<file path="config.mk">
export PLATFORM = sky130hd
export DESIGN_NAME = pixdepth_ctl
export DESIGN_NICKNAME = d
export VERILOG_FILES = /design/src/rtl/pdd_pkg.sv /design/src/rtl/pdd_unlock_seq.sv /design/src/rtl/pdd_depth_dec.sv /design/src/rtl/pdd_gfx_mode.sv /design/src/rtl/pixdepth_ctl.sv
export SDC_FILE = /design/constraint.sdc
export NUM_CORES = 1
export LEC_CHECK = 0
export BUFFER_PORTS_ARGS = -buffer_cell sky130_fd_sc_hd__buf_4
export CAP_MARGIN = 20
export CORE_ASPECT_RATIO = 0.7
export CORE_UTILIZATION = 50
export CTS_BUF_LIST = sky130_fd_sc_hd__clkbuf_4 sky130_fd_sc_hd__clkbuf_8
export CTS_CLUSTER_DIAMETER = 30
export DETAILED_ROUTE_END_ITERATION = 8
export HOLD_SLACK_MARGIN = 0.12
export PLACE_DENSITY = 0.82
export REMOVE_ABC_BUFFERS = 1
export SLEW_MARGIN = 15
export SYNTH_ARGS = -nofsm -noshare
export SYNTH_HDL_FRONTEND = slang
export SYNTH_SLANG_ARGS = --single-unit
</file>
<file path="constraint.sdc">
create_clock -name clk -period 2.05 [get_ports clk]
set_input_delay 0.5125 -clock clk [delete_from_list [all_inputs] [get_ports clk]]
set_output_delay 0.5125 -clock clk [all_outputs]
set_load 0.05 [all_outputs]
</file>
<file path="src/rtl/pdd_pkg.sv">
package pdd_pkg;

   typedef enum logic [2:0] {
      DEPTH_8  = 3'd0,
      DEPTH_15 = 3'd1,
      DEPTH_16 = 3'd2,
      DEPTH_24 = 3'd3,
      DEPTH_32 = 3'd4
   } depth_e;

   localparam logic [2:0] FLD_8BPP    = 3'd0;
   localparam logic [2:0] FLD_16_DCLK = 3'd1;
   localparam logic [2:0] FLD_24BPP   = 3'd2;
   localparam logic [2:0] FLD_16BPP   = 3'd3;
   localparam logic [2:0] FLD_32BPP   = 3'd4;

   typedef struct packed {
      logic   valid;
      depth_e depth;
   } depth_sel_t;

   function automatic depth_sel_t decode_depth(input logic [2:0] fld, input logic fmt565);
      depth_sel_t r;
      r.valid = 1'b1;
      r.depth = DEPTH_8;
      case (fld)
         FLD_8BPP:                 r.depth = DEPTH_8;
         FLD_16_DCLK, FLD_16BPP:   r.depth = fmt565 ? DEPTH_16 : DEPTH_15;
         FLD_24BPP:                r.depth = DEPTH_24;
         FLD_32BPP:                r.depth = DEPTH_32;
         default:                  r.valid = 1'b0;
      endcase
      return r;
   endfunction

endpackage

</file>
<file path="src/rtl/pdd_unlock_seq.sv">
module pdd_unlock_seq #(
   parameter int LIMIT = 4
) (
   input  logic clk,
   input  logic rst_n,
   input  logic mask_rd,
   input  logic mask_wr,
   input  logic other_acc,
   output logic hidden_wr,
   output logic plain_wr
);
   localparam int CW = (LIMIT < 2) ? 1 : $clog2(LIMIT + 1);
   localparam logic [CW-1:0] CEIL = CW'(LIMIT);

   generate
      if (LIMIT < 1) begin : g_bad_limit
         $error("pdd_unlock_seq: LIMIT must be at least 1");
      end
   endgenerate

   logic [CW-1:0] run_q;
   logic          armed;

   assign armed     = (run_q == CEIL);
   assign hidden_wr = mask_wr & armed;
   assign plain_wr  = mask_wr & ~armed;

   always_ff @(posedge clk) begin
      if (!rst_n)
         run_q <= '0;
      else if (mask_wr || other_acc)
         run_q <= '0;
      else if (mask_rd && !armed)
         run_q <= run_q + 1'b1;
   end

   p_cnt_bound_r2: assert property (@(posedge clk) disable iff (!rst_n)
      run_q <= CEIL);
   p_cnt_step_r2: assert property (@(posedge clk) disable iff (!rst_n)
      (mask_rd && !mask_wr && !other_acc && !armed) |=> run_q == CW'($past(run_q) + 1'b1));
   p_hidden_clear_r2: assert property (@(posedge clk) disable iff (!rst_n)
      hidden_wr |=> run_q == '0);
   p_other_clear_r3: assert property (@(posedge clk) disable iff (!rst_n)
      other_acc |=> run_q == '0);

endmodule

</file>
<file path="src/rtl/pdd_depth_dec.sv">
module pdd_depth_dec
   import pdd_pkg::*;
(
   input  logic       clk,
   input  logic       rst_n,
   input  logic       load,
   input  logic [2:0] fld,
   input  logic       fmt565,
   output depth_e     depth
);
   depth_sel_t sel;
   depth_e     depth_q;

   assign sel   = decode_depth(fld, fmt565);
   assign depth = depth_q;

   always_ff @(posedge clk) begin
      if (!rst_n)
         depth_q <= DEPTH_8;
      else if (load && sel.valid)
         depth_q <= sel.depth;
   end

   p_depth_hold_r6: assert property (@(posedge clk) disable iff (!rst_n)
      !load |=> $stable(depth_q));
   p_depth_legal_r4: assert property (@(posedge clk) disable iff (!rst_n)
      depth_q inside {DEPTH_8, DEPTH_15, DEPTH_16, DEPTH_24, DEPTH_32});

endmodule

</file>
<file path="src/rtl/pdd_gfx_mode.sv">
module pdd_gfx_mode #(
   parameter int IDX_W    = 8,
   parameter int MODE_IDX = 5,
   parameter int EXT_IDX  = 11,
   parameter int EXT_BIT  = 2
) (
   input  logic       clk,
   input  logic       rst_n,
   input  logic       idx_wr,
   input  logic       dat_wr,
   input  logic [7:0] wdata,
   output logic [2:0] write_mode,
   output logic       read_mode,
   output logic       chain2_rd
);
   generate
      if (IDX_W < 1 || IDX_W > 8) begin : g_bad_idx
         $error("pdd_gfx_mode: IDX_W must be 1..8");
      end
      if (EXT_BIT < 0 || EXT_BIT > 7) begin : g_bad_bit
         $error("pdd_gfx_mode: EXT_BIT must be 0..7");
      end
   endgenerate

   logic [IDX_W-1:0] gidx_q;
   logic             ext_q;
   logic             mode_wr;
   logic             ext_wr;
   logic [2:0]       wm_d;

   assign mode_wr = dat_wr && (gidx_q == IDX_W'(MODE_IDX));
   assign ext_wr  = dat_wr && (gidx_q == IDX_W'(EXT_IDX));
   assign wm_d    = ext_q ? wdata[2:0] : {1'b0, wdata[1:0]};

   always_ff @(posedge clk) begin
      if (!rst_n) begin
         gidx_q     <= '0;
         ext_q      <= 1'b0;
         write_mode <= '0;
         read_mode  <= 1'b0;
         chain2_rd  <= 1'b0;
      end else begin
         if (idx_wr)
            gidx_q <= wdata[IDX_W-1:0];
         if (ext_wr)
            ext_q <= wdata[EXT_BIT];
         if (mode_wr) begin
            write_mode <= wm_d;
            read_mode  <= wdata[3];
            chain2_rd  <= wdata[4];
         end
      end
   end

   p_wmode_hold_r8: assert property (@(posedge clk) disable iff (!rst_n)
      !mode_wr |=> $stable(write_mode) && $stable(read_mode) && $stable(chain2_rd));
   p_wmode_narrow_r8: assert property (@(posedge clk) disable iff (!rst_n)
      (mode_wr && !ext_q) |=> write_mode[2] == 1'b0);
   p_rmode_load_r9: assert property (@(posedge clk) disable iff (!rst_n)
      mode_wr |=> read_mode == $past(wdata[3]) && chain2_rd == $past(wdata[4]));

endmodule

</file>
<file path="src/rtl/pixdepth_ctl.sv">
module pixdepth_ctl
   import pdd_pkg::*;
#(
   parameter int ADDR_W       = 4,
   parameter int ROW_W        = 10,
   parameter int UNLOCK_COUNT = 4,
   parameter int PORT_MASK    = 6,
   parameter int PORT_SEQ_IDX = 4,
   parameter int PORT_SEQ_DAT = 5,
   parameter int PORT_GFX_IDX = 14,
   parameter int PORT_GFX_DAT = 15,
   parameter int SEQ_MODE_IDX = 7
) (
   input  logic              clk,
   input  logic              rst_n,
   input  logic              io_wr,
   input  logic              io_rd,
   input  logic [ADDR_W-1:0] io_addr,
   input  logic [7:0]        io_wdata,
   output logic [7:0]        io_rdata,
   input  logic [ROW_W-1:0]  row_offset_i,
   output logic [ROW_W:0]    row_offset_o,
   output logic [2:0]        depth_o,
   output logic [7:0]        dac_ctrl_o,
   output logic [2:0]        write_mode_o,
   output logic              read_mode_o,
   output logic              chain2_rd_o
);
   localparam int FLD_LSB = 1;
   localparam int FLD_MSB = FLD_LSB + 2;

   generate
      if (PORT_MASK == PORT_SEQ_IDX || PORT_MASK == PORT_SEQ_DAT ||
          PORT_MASK == PORT_GFX_IDX || PORT_MASK == PORT_GFX_DAT ||
          PORT_SEQ_IDX == PORT_SEQ_DAT || PORT_GFX_IDX == PORT_GFX_DAT) begin : g_bad_ports
         $error("pixdepth_ctl: port numbers must be distinct");
      end
      if (ROW_W < 1) begin : g_bad_row
         $error("pixdepth_ctl: ROW_W must be positive");
      end
   endgenerate

   logic       any_acc;
   logic       at_mask;
   logic       mask_rd, mask_wr, other_acc;
   logic       hidden_wr, plain_wr;
   logic [7:0] seq_idx_q;
   logic [2:0] fld_q;
   logic [7:0] mask_q;
   logic [7:0] dac_q;
   depth_e     depth;

   assign any_acc   = io_wr | io_rd;
   assign at_mask   = (io_addr == ADDR_W'(PORT_MASK));
   assign mask_wr   = io_wr & at_mask;
   assign mask_rd   = io_rd & ~io_wr & at_mask;
   assign other_acc = any_acc & ~at_mask;

   pdd_unlock_seq #(.LIMIT(UNLOCK_COUNT)) u_unlock (
      .clk       (clk),
      .rst_n     (rst_n),
      .mask_rd   (mask_rd),
      .mask_wr   (mask_wr),
      .other_acc (other_acc),
      .hidden_wr (hidden_wr),
      .plain_wr  (plain_wr)
   );

   always_ff @(posedge clk) begin
      if (!rst_n) begin
         seq_idx_q <= '0;
         fld_q     <= '0;
         mask_q    <= 8'hFF;
         dac_q     <= '0;
      end else begin
         if (io_wr && io_addr == ADDR_W'(PORT_SEQ_IDX))
            seq_idx_q <= io_wdata;
         if (io_wr && io_addr == ADDR_W'(PORT_SEQ_DAT) && seq_idx_q == 8'(SEQ_MODE_IDX))
            fld_q <= io_wdata[FLD_MSB:FLD_LSB];
         if (plain_wr)
            mask_q <= io_wdata;
         if (hidden_wr)
            dac_q <= io_wdata;
      end
   end

   pdd_depth_dec u_depth (
      .clk    (clk),
      .rst_n  (rst_n),
      .load   (hidden_wr),
      .fld    (fld_q),
      .fmt565 (io_wdata[0]),
      .depth  (depth)
   );

   pdd_gfx_mode u_gfx (
      .clk        (clk),
      .rst_n      (rst_n),
      .idx_wr     (io_wr && io_addr == ADDR_W'(PORT_GFX_IDX)),
      .dat_wr     (io_wr && io_addr == ADDR_W'(PORT_GFX_DAT)),
      .wdata      (io_wdata),
      .write_mode (write_mode_o),
      .read_mode  (read_mode_o),
      .chain2_rd  (chain2_rd_o)
   );

   assign depth_o      = depth;
   assign dac_ctrl_o   = dac_q;
   assign io_rdata     = at_mask ? mask_q : 8'hFF;
   assign row_offset_o = (depth == DEPTH_32) ? {row_offset_i, 1'b0} : {1'b0, row_offset_i};

   p_row_double_r7: assert property (@(posedge clk) disable iff (!rst_n)
      (depth_o == 3'(DEPTH_32)) |-> row_offset_o == ((ROW_W+1)'(row_offset_i) << 1));
   p_row_pass_r7: assert property (@(posedge clk) disable iff (!rst_n)
      (depth_o != 3'(DEPTH_32)) |-> row_offset_o == (ROW_W+1)'(row_offset_i));
   p_mask_keep_r2: assert property (@(posedge clk) disable iff (!rst_n)
      hidden_wr |=> $stable(mask_q));
   p_dac_hold_r3: assert property (@(posedge clk) disable iff (!rst_n)
      !hidden_wr |=> $stable(dac_q));

endmodule

</file>
==> results.json, run 1 <==
{
  "antennaDiodeCount": 0,
  "ys_warn_count": 0,
  "power_switching_share_pct": 22.80,
  "cts_tree": "yes",
  "ys_seq_area_share_pct": 43.12,
  "clock_tree.root_cell": "clkbuf_8",
  "worst-path-max-fanout": 5,
  "cp.required_ns": 1.54,
  "hold_ws_ns": 0.4580,
  "irDropWorstVdd_v": 0.0003972,
  "synth_area_per_cell_um2": 10.15,
  "drive_above_1_share_pct": 37.68,
  "cts_buffer_depth": 2,
  "drtAntennaViolNets": 0,
  "antenna_found_initial": 0,
  "min_period_ns": 2.121,
  "synth_most_common_cell": "dfxtp_1",
  "vias": 1812,
  "r2r_setup_slack_ns": 0.39,
  "period_share_pct": 103.5,
  "clock-skew-final_ns": 0.006494,
  "worstSetupStartpoint": "u_depth.depth[0]$_SDFFE_PN0P_",
  "finalSetupViolCount": 9,
  "via_per_inst": 5.393,
  "dr.first_iter.drc_count": 120,
  "reg2reg_from": "seq_idx_q[4]$_SDFFE_PN0P_",
  "pre_cts_ws_ns": 0.1111,
  "die_x_um": 80.96,
  "die_area_mm2": 0.004637,
  "cap_viol_max_count": 0,
  "path_class": "register to output port",
  "rsz0062_at_grt": "yes",
  "post-route-util_pct": 73.07,
  "clkTransAtPathRegs_ns": 0.08,
  "place.gp.congestion": 0.7307,
  "io_pins": 61,
  "p_leak_uw": 0.001242,
  "grt-ovfl-total": 0,
  "wl_met2_mm": 2.303,
  "p_seq_share_pct": 50.5,
  "synth_cell_types": 35,
  "wl_met1_mm": 2.491,
  "synth_area_mm2": 0.002182,
  "insertion_delay_ns": 0.30,
  "wl_per_cell_um": 15.43,
  "synthFlopType": "dfxtp_1",
  "violations": "setup timing",
  "htreeDepth": 2,
  "synth_top_area_cell": "dfxtp_1",
  "drc_errors": 0,
  "start_util_pct": 53.99,
  "clock-sinks": 47,
  "power_density_mw_per_mm2": 616.9,
  "final_max_slew_viol_count": 0,
  "synth_seq_cells": 47,
  "reg2reg_to": "fld_q[2]$_SDFFE_PN0P_",
  "hold_class": "input port to register",
  "pwr-share-comb_pct": 11.2,
  "finalHoldViolCount": 0,
  "cp-start-kind": "register",
  "core_mm2": 0.004041,
  "worstPathArrival_ns": 1.61,
  "status": "finished with violations",
  "num_rows": 19,
  "top_layer": "met4",
  "grtUsageTotal_pct": 22.26,
  "fin_ws_ns": -0.07079,
  "dr_wl_met3_um": 291,
  "port_buffers": 60,
  "end_kind": "output port",
  "p_clk_share_pct": 38.3,
  "r2r_cells": 4,
  "grt_first_pass_wirelength_mm": 7.755,
  "synth_top_area_share_pct": 43.12,
  "intPower_uw": 1406,
  "synthArstFlopShare_pct": 0,
  "power_switching_uw": 415.2,
  "tightest_slew_ns": 0.3819,
  "grt_pass1_vias": 1655,
  "die_height_um": 57.27,
  "syn_to_final_growth_pct": 35.32,
  "dp_hpwl_mm": 3.488,
  "cts_made_buffers": 5,
  "fmax_ghz": 0.4715,
  "synth_cells": 215,
  "synth-edff-count": 0,
  "finalNetCount": 311,
  "slew-limit-headroom_pct": 74.35,
  "drtPass1Iterations": 4,
  "crit_end": "row_offset_o[2]",
  "yosys-top-cells-count": "dfxtp_1, mux2i_1, nor2b_1",
  "grt_max_degree": 28,
  "synth.area.top_cells": "dfxtp_1, mux2i_1, nor2b_1",
  "wl_mm": 5.184
}
state kept, by name, indices dropped and copies added (netlist names):
| signal | cells |
|---|---|
| u_gfx.write_mode | 3 |
| u_unlock.run_q | 3 |
| u_gfx.chain2_rd | 1 |
| mask_q | 8 |
| seq_idx_q | 8 |
| dac_ctrl_o | 8 |
| fld_q | 3 |
| u_gfx.gidx_q | 8 |
| u_gfx.ext_q | 1 |
| u_gfx.read_mode | 1 |
| u_depth.depth | 3 |
repair_timing:
item	CTS	global route
setup buffers	3	0
hold buffers	0	0
resized for setup	17	14
gates cloned	1	0
pin swaps	1	1
endpoints found under the setup margin	9	9
cells by family (layout without fill, tap and decap cells):
family	Yosys count	in the layout	share of synthesized area, %
and+or+nand+nor	88	88	25.46
DFF	47	47	43.12
muxes	44	44	20.70
AOI/OAI and AO/OA	19	19	6.480
buffers and inverters	15	84	3.096
adders and majority gates	2	2	1.147
how the worst min path moves through the flow:
stage / start / endpoint / slack (ns) / cells after the start
after floorplan: mask_q[1]$_SDFFE_PN1P_ / mask_q[1]$_SDFFE_PN1P_ / 0.43 / 2
after global placement: mask_q[6]$_SDFFE_PN1P_ / mask_q[6]$_SDFFE_PN1P_ / 0.45 / 2
after detailed placement: mask_q[7]$_SDFFE_PN1P_ / mask_q[7]$_SDFFE_PN1P_ / 0.45 / 2
after CTS: io_wdata[7] / mask_q[7]$_SDFFE_PN1P_ / 0.45 / 3
after global routing: io_wdata[6] / mask_q[6]$_SDFFE_PN1P_ / 0.48 / 3
final: io_wdata[7] / mask_q[7]$_SDFFE_PN1P_ / 0.46 / 3
critical path, cell delays in order (launching register included):
cell and delay, ns:
dfxtp_4 0.36, nor3b_4 0.26, buf_6 0.17, mux2_2 0.35
buf_6 0.16
final cells by class:
| type | instances | area, µm² |
|---|---|---|
| Tap cell | 52 | 65.06 |
| Timing Repair Buffer | 71 | 596.8 |
| Sequential cell | 47 | 947.2 |
| Inverter | 5 | 18.77 |
| Clock buffer | 6 | 82.58 |
| Fill cell | 304 | 1089 |
| Clock inverter | 2 | 35.03 |
| Multi-Input combinational cell | 153 | 1207 |
cell usage in the layout, fill, tap and decap left out, types with 2 or more instances in the layout:
master	Yosys	layout
buf_4	0	60
mux2_2	9	3
clkbuf_8	0	6
buf_8	0	6
o21ai_0	2	2
inv_1	5	5
nor2b_1	31	31
mux2_4	0	6
mux2i_1	35	35
nand3_1	9	9
o221a_2	3	3
o21ai_2	5	5
nand4b_1	2	2
or4_4	2	2
nor2_1	4	4
nand2b_1	9	9
a31oi_1	3	3
dfxtp_1	47	44
nand4bb_1	2	2
dfxtp_2	0	2
ha_1	2	2
a21oi_1	4	4
buf_6	1	5
nand2_1	14	14
nand3b_1	2	2
nand4_1	2	2
through the flow:
step                instance area [µm²]   TNS, ns  total power (µW)  std cells
global placement                   2701         0              1122        324
finish                             2953   -0.4796              1821        336
CTS                                2902  -0.01591              1821        336
global route                       2953   -0.7894              1886        336
detailed placement                 2701         0              1126        324
floorplan                          2133    -5.718              1033        205
power by group through the flow:
stage	logic, µW	clock network (µW)	registers [µW]
3_3_place_gp	179	0	943
4_1_cts	190	710	922
6_report	204	697	920
5_1_grt	214	750	921
2_1_floorplan	90.9	0	942
3_5_place_dp	183	0	943
metal layers:
layer	up-vias	GRT usage, %
li1	891	-
met1	844	31.36
met2	66	33.61
met3	11	4.960
met4	0	7.653
met5	-	0
Power figures use the tool's default switching activity.
==> run 2: changes to the inputs <==
Settings changed: CELL_PAD_IN_SITES_DETAIL_PLACEMENT set to 0, CELL_PAD_IN_SITES_GLOBAL_PLACEMENT set to 2, CORE_MARGIN set to 3, CORE_UTILIZATION 50 to 33, PLACE_DENSITY 0.82 to 0.87, TNS_END_PERCENT set to 100.
==> run 2 against run 1 <==
The run still ends with setup timing left. Global-route usage down 8.5 points. Total power rose by 0.33%. Sequential share of layout area decreased by 0.67 points. Setup slack better by 0.054 ns. Fmax increased by 2.6%. Final cell count up 8.0%. Largest power group unchanged.
==> results.json, run 2 (same netlist as run 1, synthesis figures left out) <==
{
  "status": "finished with violations",
  "violations": "setup timing",
  "rsz0062_at_grt": "yes",
  "tightest_slew_ns": 0.3688,
  "grt_pass1_vias": 1600,
  "clkTransAtPathRegs_ns": 0.09,
  "via_per_inst": 4.799,
  "insertion_delay_ns": 0.29,
  "period_share_pct": 100.8,
  "cap_viol_max_count": 0,
  "final_cell_area_mm2": 0.003015,
  "critPathMaxStageDelay_ns": 0.37,
  "cp-start-kind": "register",
  "dp_cells": 352,
  "wl_per_cell_um": 14.09,
  "place.gp.congestion": 0.7470,
  "worst-path-max-fanout": 6,
  "cts_made_buffers": 5,
  "die_height_um": 74.04,
  "pwr-share-comb_pct": 11.5,
  "antennaDiodeCount": 0,
  "vias": 1742,
  "htreeDepth": 2,
  "cts_tree": "yes",
  "path_cells": "nor3b_4 > buf_6 > mux2_4 > buf_8",
  "fin_ws_ns": -0.01700,
  "drtAntennaViolNets": 0,
  "end_kind": "output port",
  "p_clk_share_pct": 38.2,
  "irDropWorstVdd_v": 0.0002498,
  "crit_slowest_cell": "dfxtp_4",
  "dp_hpwl_mm": 3.648,
  "dr.first_iter.drc_count": 42,
  "pre_cts_ws_ns": 0.1644,
  "tns_ns": -0.09188,
  "wl_mm": 5.116,
  "fmax_ghz": 0.4838,
  "final_max_slew_viol_count": 0,
  "worstPathArrival_ns": 1.55,
  "cts_buffer_depth": 2,
  "finalHoldViolCount": 0,
  "grt_max_degree": 27,
  "syn_to_final_growth_pct": 38.19,
  "path_class": "register to output port",
  "finalNetCount": 312,
  "port_buffers": 60,
  "power_density_mw_per_mm2": 606.0,
  "stdcell_count": 363,
  "drtPass1Iterations": 6,
  "grt_first_pass_wirelength_mm": 8.252,
  "min_period_ns": 2.067,
  "finalSetupViolCount": 8,
  "fillers": 616,
  "die_x_um": 103.2,
  "layout_commonest_cell": "buf_4",
  "intPower_uw": 1412,
  "io_pins": 61,
  "hold_buffers": 0,
  "clock_tree.root_cell": "clkbuf_8",
  "grtUsageTotal_pct": 13.77,
  "place_area_mm2": 0.002749,
  "core_mm2": 0.006306,
  "clock-sinks": 47,
  "hold_class": "input port to register",
  "clock-skew-final_ns": 0.004695,
  "num_rows": 24,
  "grt-ovfl-total": 0,
  "power_switching_uw": 415.3,
  "antenna_found_initial": 0,
  "p_leak_uw": 0.001261,
  "slew-limit-headroom_pct": 75.19,
  "drc_errors": 0,
  "cp.required_ns": 1.54,
  "drive_above_1_share_pct": 37.89,
  "p_seq_share_pct": 50.3,
  "die_area_mm2": 0.007640,
  "start_util_pct": 34.60,
  "power_switching_share_pct": 22.73,
  "final_cell_mix": "buf_4, dfxtp_1, mux2i_1, nor2b_1, nand2_1"
}
[run 2: final cells by class]
class / count / area (µm²) / area share [%]
multi-input cells: 153 / 1219 / 40.42
flip-flops and latches: 47 / 947.2 / 31.41
repair buffers: 72 / 615.6 / 20.41
well taps: 78 / 97.59 / 3.237
clock buffers: 6 / 82.58 / 2.739
clock inverters: 2 / 35.03 / 1.162
inverters: 5 / 18.77 / 0.6224
[run 2: power by group through the flow]
stage | combinational [µW] | clock (µW) | sequential, µW
3_5_place_dp | 187 | 0 | 943
6_report | 209 | 698 | 920
4_1_cts | 197 | 722 | 921
3_3_place_gp | 186 | 0 | 943
5_1_grt | 226 | 760 | 921
2_1_floorplan | 90.9 | 0 | 942
[run 2: worst max-delay path: cells and delay by family, from the launching register on]
kind	cells	cell delay, ns
muxes	1	0.32
buffers and inverters	2	0.33
and+or+nand+nor	1	0.25
DFF	1	0.37
[run 2: final timing paths]
path | cells after the start | to | slack [ns] | from
max reg2reg | 4 | u_gfx.write_mode[2]$_SDFFE_PN0P_ | 0.43 | u_gfx.gidx_q[4]$_SDFFE_PN0P_
min | 3 | mask_q[7]$_SDFFE_PN1P_ | 0.46 | io_wdata[7]
max | 4 | row_offset_o[1] | -0.02 | u_depth.depth[0]$_SDFFE_PN0P_
min reg2reg | 2 | mask_q[1]$_SDFFE_PN1P_ | 0.47 | mask_q[1]$_SDFFE_PN1P_
[run 2: metrics by stage]
step                      utilization, %  hold WS, ns  total power, µW
final                              47.82       0.4552             1827
after global routing               47.82       0.4514             1907
after CTS                          46.47       0.4499             1840
after detailed placement           43.59       0.4540             1130
after global placement             43.59       0.4511             1129
after floorplan                        -       0.4341             1033
[run 2: routing by layer]
layer	track usage [%]	vias up	share of wire, %
met2	19.47	26	45
met1	21.13	815	51
met4	3.017	0	0.70
met5	0	-	0
li1	-	896	-
met3	3.187	5	3.5
[run 2: repair_timing]
item	in CTS	in global routing
gates cloned	1	0
setup buffers	1	1
pin swaps	1	1
endpoints found under the setup margin	9	9
resized for setup	16	21
==> run 3: changes to the inputs <==
==> constraint.sdc (replaced) <==
create_clock -name clk -period 2.05 [get_ports clk]
set_input_delay 0.615 -clock clk [delete_from_list [all_inputs] [get_ports clk]]
set_output_delay 0.615 -clock clk [all_outputs]
set_load 0.05 [all_outputs]
==> run 3 against run 2 <==
The run still ends with setup timing left. Total power down 6.8%. Fmax down 3.4%. Hold slack better by 0.018 ns. Final cell count up 2.2%. Register-to-register slack about the same. Sequential cell count unchanged. Sequential power about the same. Setup slack worse by 0.074 ns. Clock skew about the same.
==> results.json, run 3 (same netlist as run 1, synthesis figures left out) <==
{
  "dp_cells": 358,
  "worstPathArrival_ns": 1.53,
  "p_leak_uw": 0.001355,
  "grt_use_met3_pct": 3.374,
  "insertion_delay_ns": 0.30,
  "via_per_inst": 4.725,
  "violations": "setup timing",
  "worst-path-max-fanout": 6,
  "critPathMaxStageDelay_ns": 0.35,
  "tightest_slew_ns": 0.4430,
  "die_area_mm2": 0.007640,
  "grt_pass1_vias": 1633,
  "final_cell_mix": "buf_4, dfxtp_1, mux2i_1, nor2b_1, nand2_1",
  "hold_class": "register to register",
  "syn_to_final_growth_pct": 44.44,
  "place_area_mm2": 0.002794,
  "status": "finished with violations",
  "die_height_um": 74.04,
  "cts_buffer_depth": 2,
  "path_buf_inv": 2,
  "r2r_setup_slack_ns": 0.43,
  "clock_tree.root_cell": "clkbuf_8",
  "die_x_um": 103.2,
  "fin_ws_ns": -0.09057,
  "min_period_ns": 2.141,
  "power_density_mw_per_mm2": 540.7,
  "cpLargestDelayFamily": "flip-flops",
  "clock-skew-final_ns": 0.004572,
  "clkTransAtPathRegs_ns": 0.09,
  "grt-ovfl-total": 0,
  "final_cell_area_mm2": 0.003152,
  "pre_cts_ws_ns": 0.008910,
  "path_cells": "nor3b_4 > buf_6 > mux2_4 > buf_8",
  "fmax_ghz": 0.4672,
  "fillers": 604,
  "start_util_pct": 34.60,
  "finalNetCount": 320,
  "drive_above_1_share_pct": 41.64,
  "hold_ws_ns": 0.4729,
  "period_share_pct": 104.4,
  "irDropWorstVdd_v": 0.0002880,
  "io_pins": 61,
  "grtUsageTotal_pct": 14.01,
  "finalHoldViolCount": 0,
  "vias": 1753,
  "cp.required_ns": 1.43,
  "core_mm2": 0.006306,
  "path_class": "register to output port",
  "end_kind": "output port",
  "rsz0062_at_grt": "yes",
  "stdcell_count": 371,
  "finalSetupViolCount": 9,
  "place.gp.congestion": 0.8106,
  "port_buffers": 60,
  "slew-limit-headroom_pct": 70.19,
  "finalPower_uw": 1704,
  "drtAntennaViolNets": 0,
  "wl_per_cell_um": 14.10,
  "cts_made_buffers": 5,
  "drtPass1Iterations": 4,
  "layout_commonest_cell": "buf_4",
  "dp_hpwl_mm": 3.727,
  "cap_viol_max_count": 0,
  "clock-sinks": 47,
  "grt_first_pass_wirelength_mm": 8.252,
  "cts_tree": "yes",
  "final_max_slew_viol_count": 0,
  "crit_slowest_cell": "dfxtp_2",
  "hold_buffers": 0,
  "grtUsageMet1_pct": 19.74,
  "antenna_found_initial": 0,
  "num_rows": 24,
  "grt_max_degree": 29,
  "use_met2_pct": 21.54,
  "dr.first_iter.drc_count": 51,
  "drc_errors": 0,
  "htreeDepth": 2,
  "wl_mm": 5.230,
  "cp-start-kind": "register",
  "grt.busiest_layer": "met2",
  "antennaDiodeCount": 0
}
run 3: changes by cell type in the layout (fill, tap and decap cells not counted), moves of 2 or more:
cell,before,now
clkinvlp_4,0,2
buf_6,2,12
buf_4,61,55
nand2b_1,9,4
nand2b_4,0,5
buf_8,9,13
run 3: per-layer routing:
metal  part of all wire [%]  vias to the layer above  wire, µm
met5                      0                        -         0
met4                   0.92                        0        48
met3                    3.3                        7       174
met2                     46                       25      2408
met1                     50                      816      2599
li1                       -                      905         -
run 3: layout make-up:
| cell class | count | area (µm²) | share of cell area, % |
|---|---|---|---|
| inverters | 5 | 18.77 | 0.5955 |
| clock buffers | 5 | 68.82 | 2.183 |
| repair buffers | 80 | 743.2 | 23.58 |
| multi-input cells | 153 | 1259 | 39.94 |
| clock inverters | 3 | 20.02 | 0.6352 |
| flip-flops and latches | 47 | 944.7 | 29.97 |
| well taps | 78 | 97.59 | 3.096 |
run 3: worst register-to-register path, delay by kind of cell, from the launching register on:
family	cells	cell delay, ns
and+or+nand+nor	3	1.15
AOI/OAI and AO/OA	1	0.05
DFF	1	0.32
run 3: what timing repair did:
action / CTS / global route
resized for setup: 37 / 23
pin swaps: 1 / 2
gates cloned: 1 / 0
buffers inserted: 3 / 1
setup endpoints to repair: 9 / 19
run 3: metrics by stage:
stage          setup TNS [ns]  utilization (%)
4_1_cts               -0.7849            48.15
5_1_grt                -1.367            49.98
2_1_floorplan          -7.168                -
6_report              -0.7384            49.98
3_5_place_dp                0            44.31
3_3_place_gp                0            44.31
run 3: final timing paths:
check,from,to,cells after the start
worst max-delay path,u_depth.depth[2]$_SDFFE_PN0P_,row_offset_o[2],4
worst min register to register,u_gfx.write_mode[2]$_SDFFE_PN0P_,u_gfx.write_mode[2]$_SDFFE_PN0P_,2
worst min-delay path,u_gfx.write_mode[2]$_SDFFE_PN0P_,u_gfx.write_mode[2]$_SDFFE_PN0P_,2
worst max register to register,u_gfx.gidx_q[4]$_SDFFE_PN0P_,u_gfx.write_mode[0]$_SDFFE_PN0P_,4
run 3: power by group:
group	internal, µW	switching [µW]	total, µW
combinational	109	113	222
clock	238	322	560
sequential	918	3.25	922
total	1270	439	1700
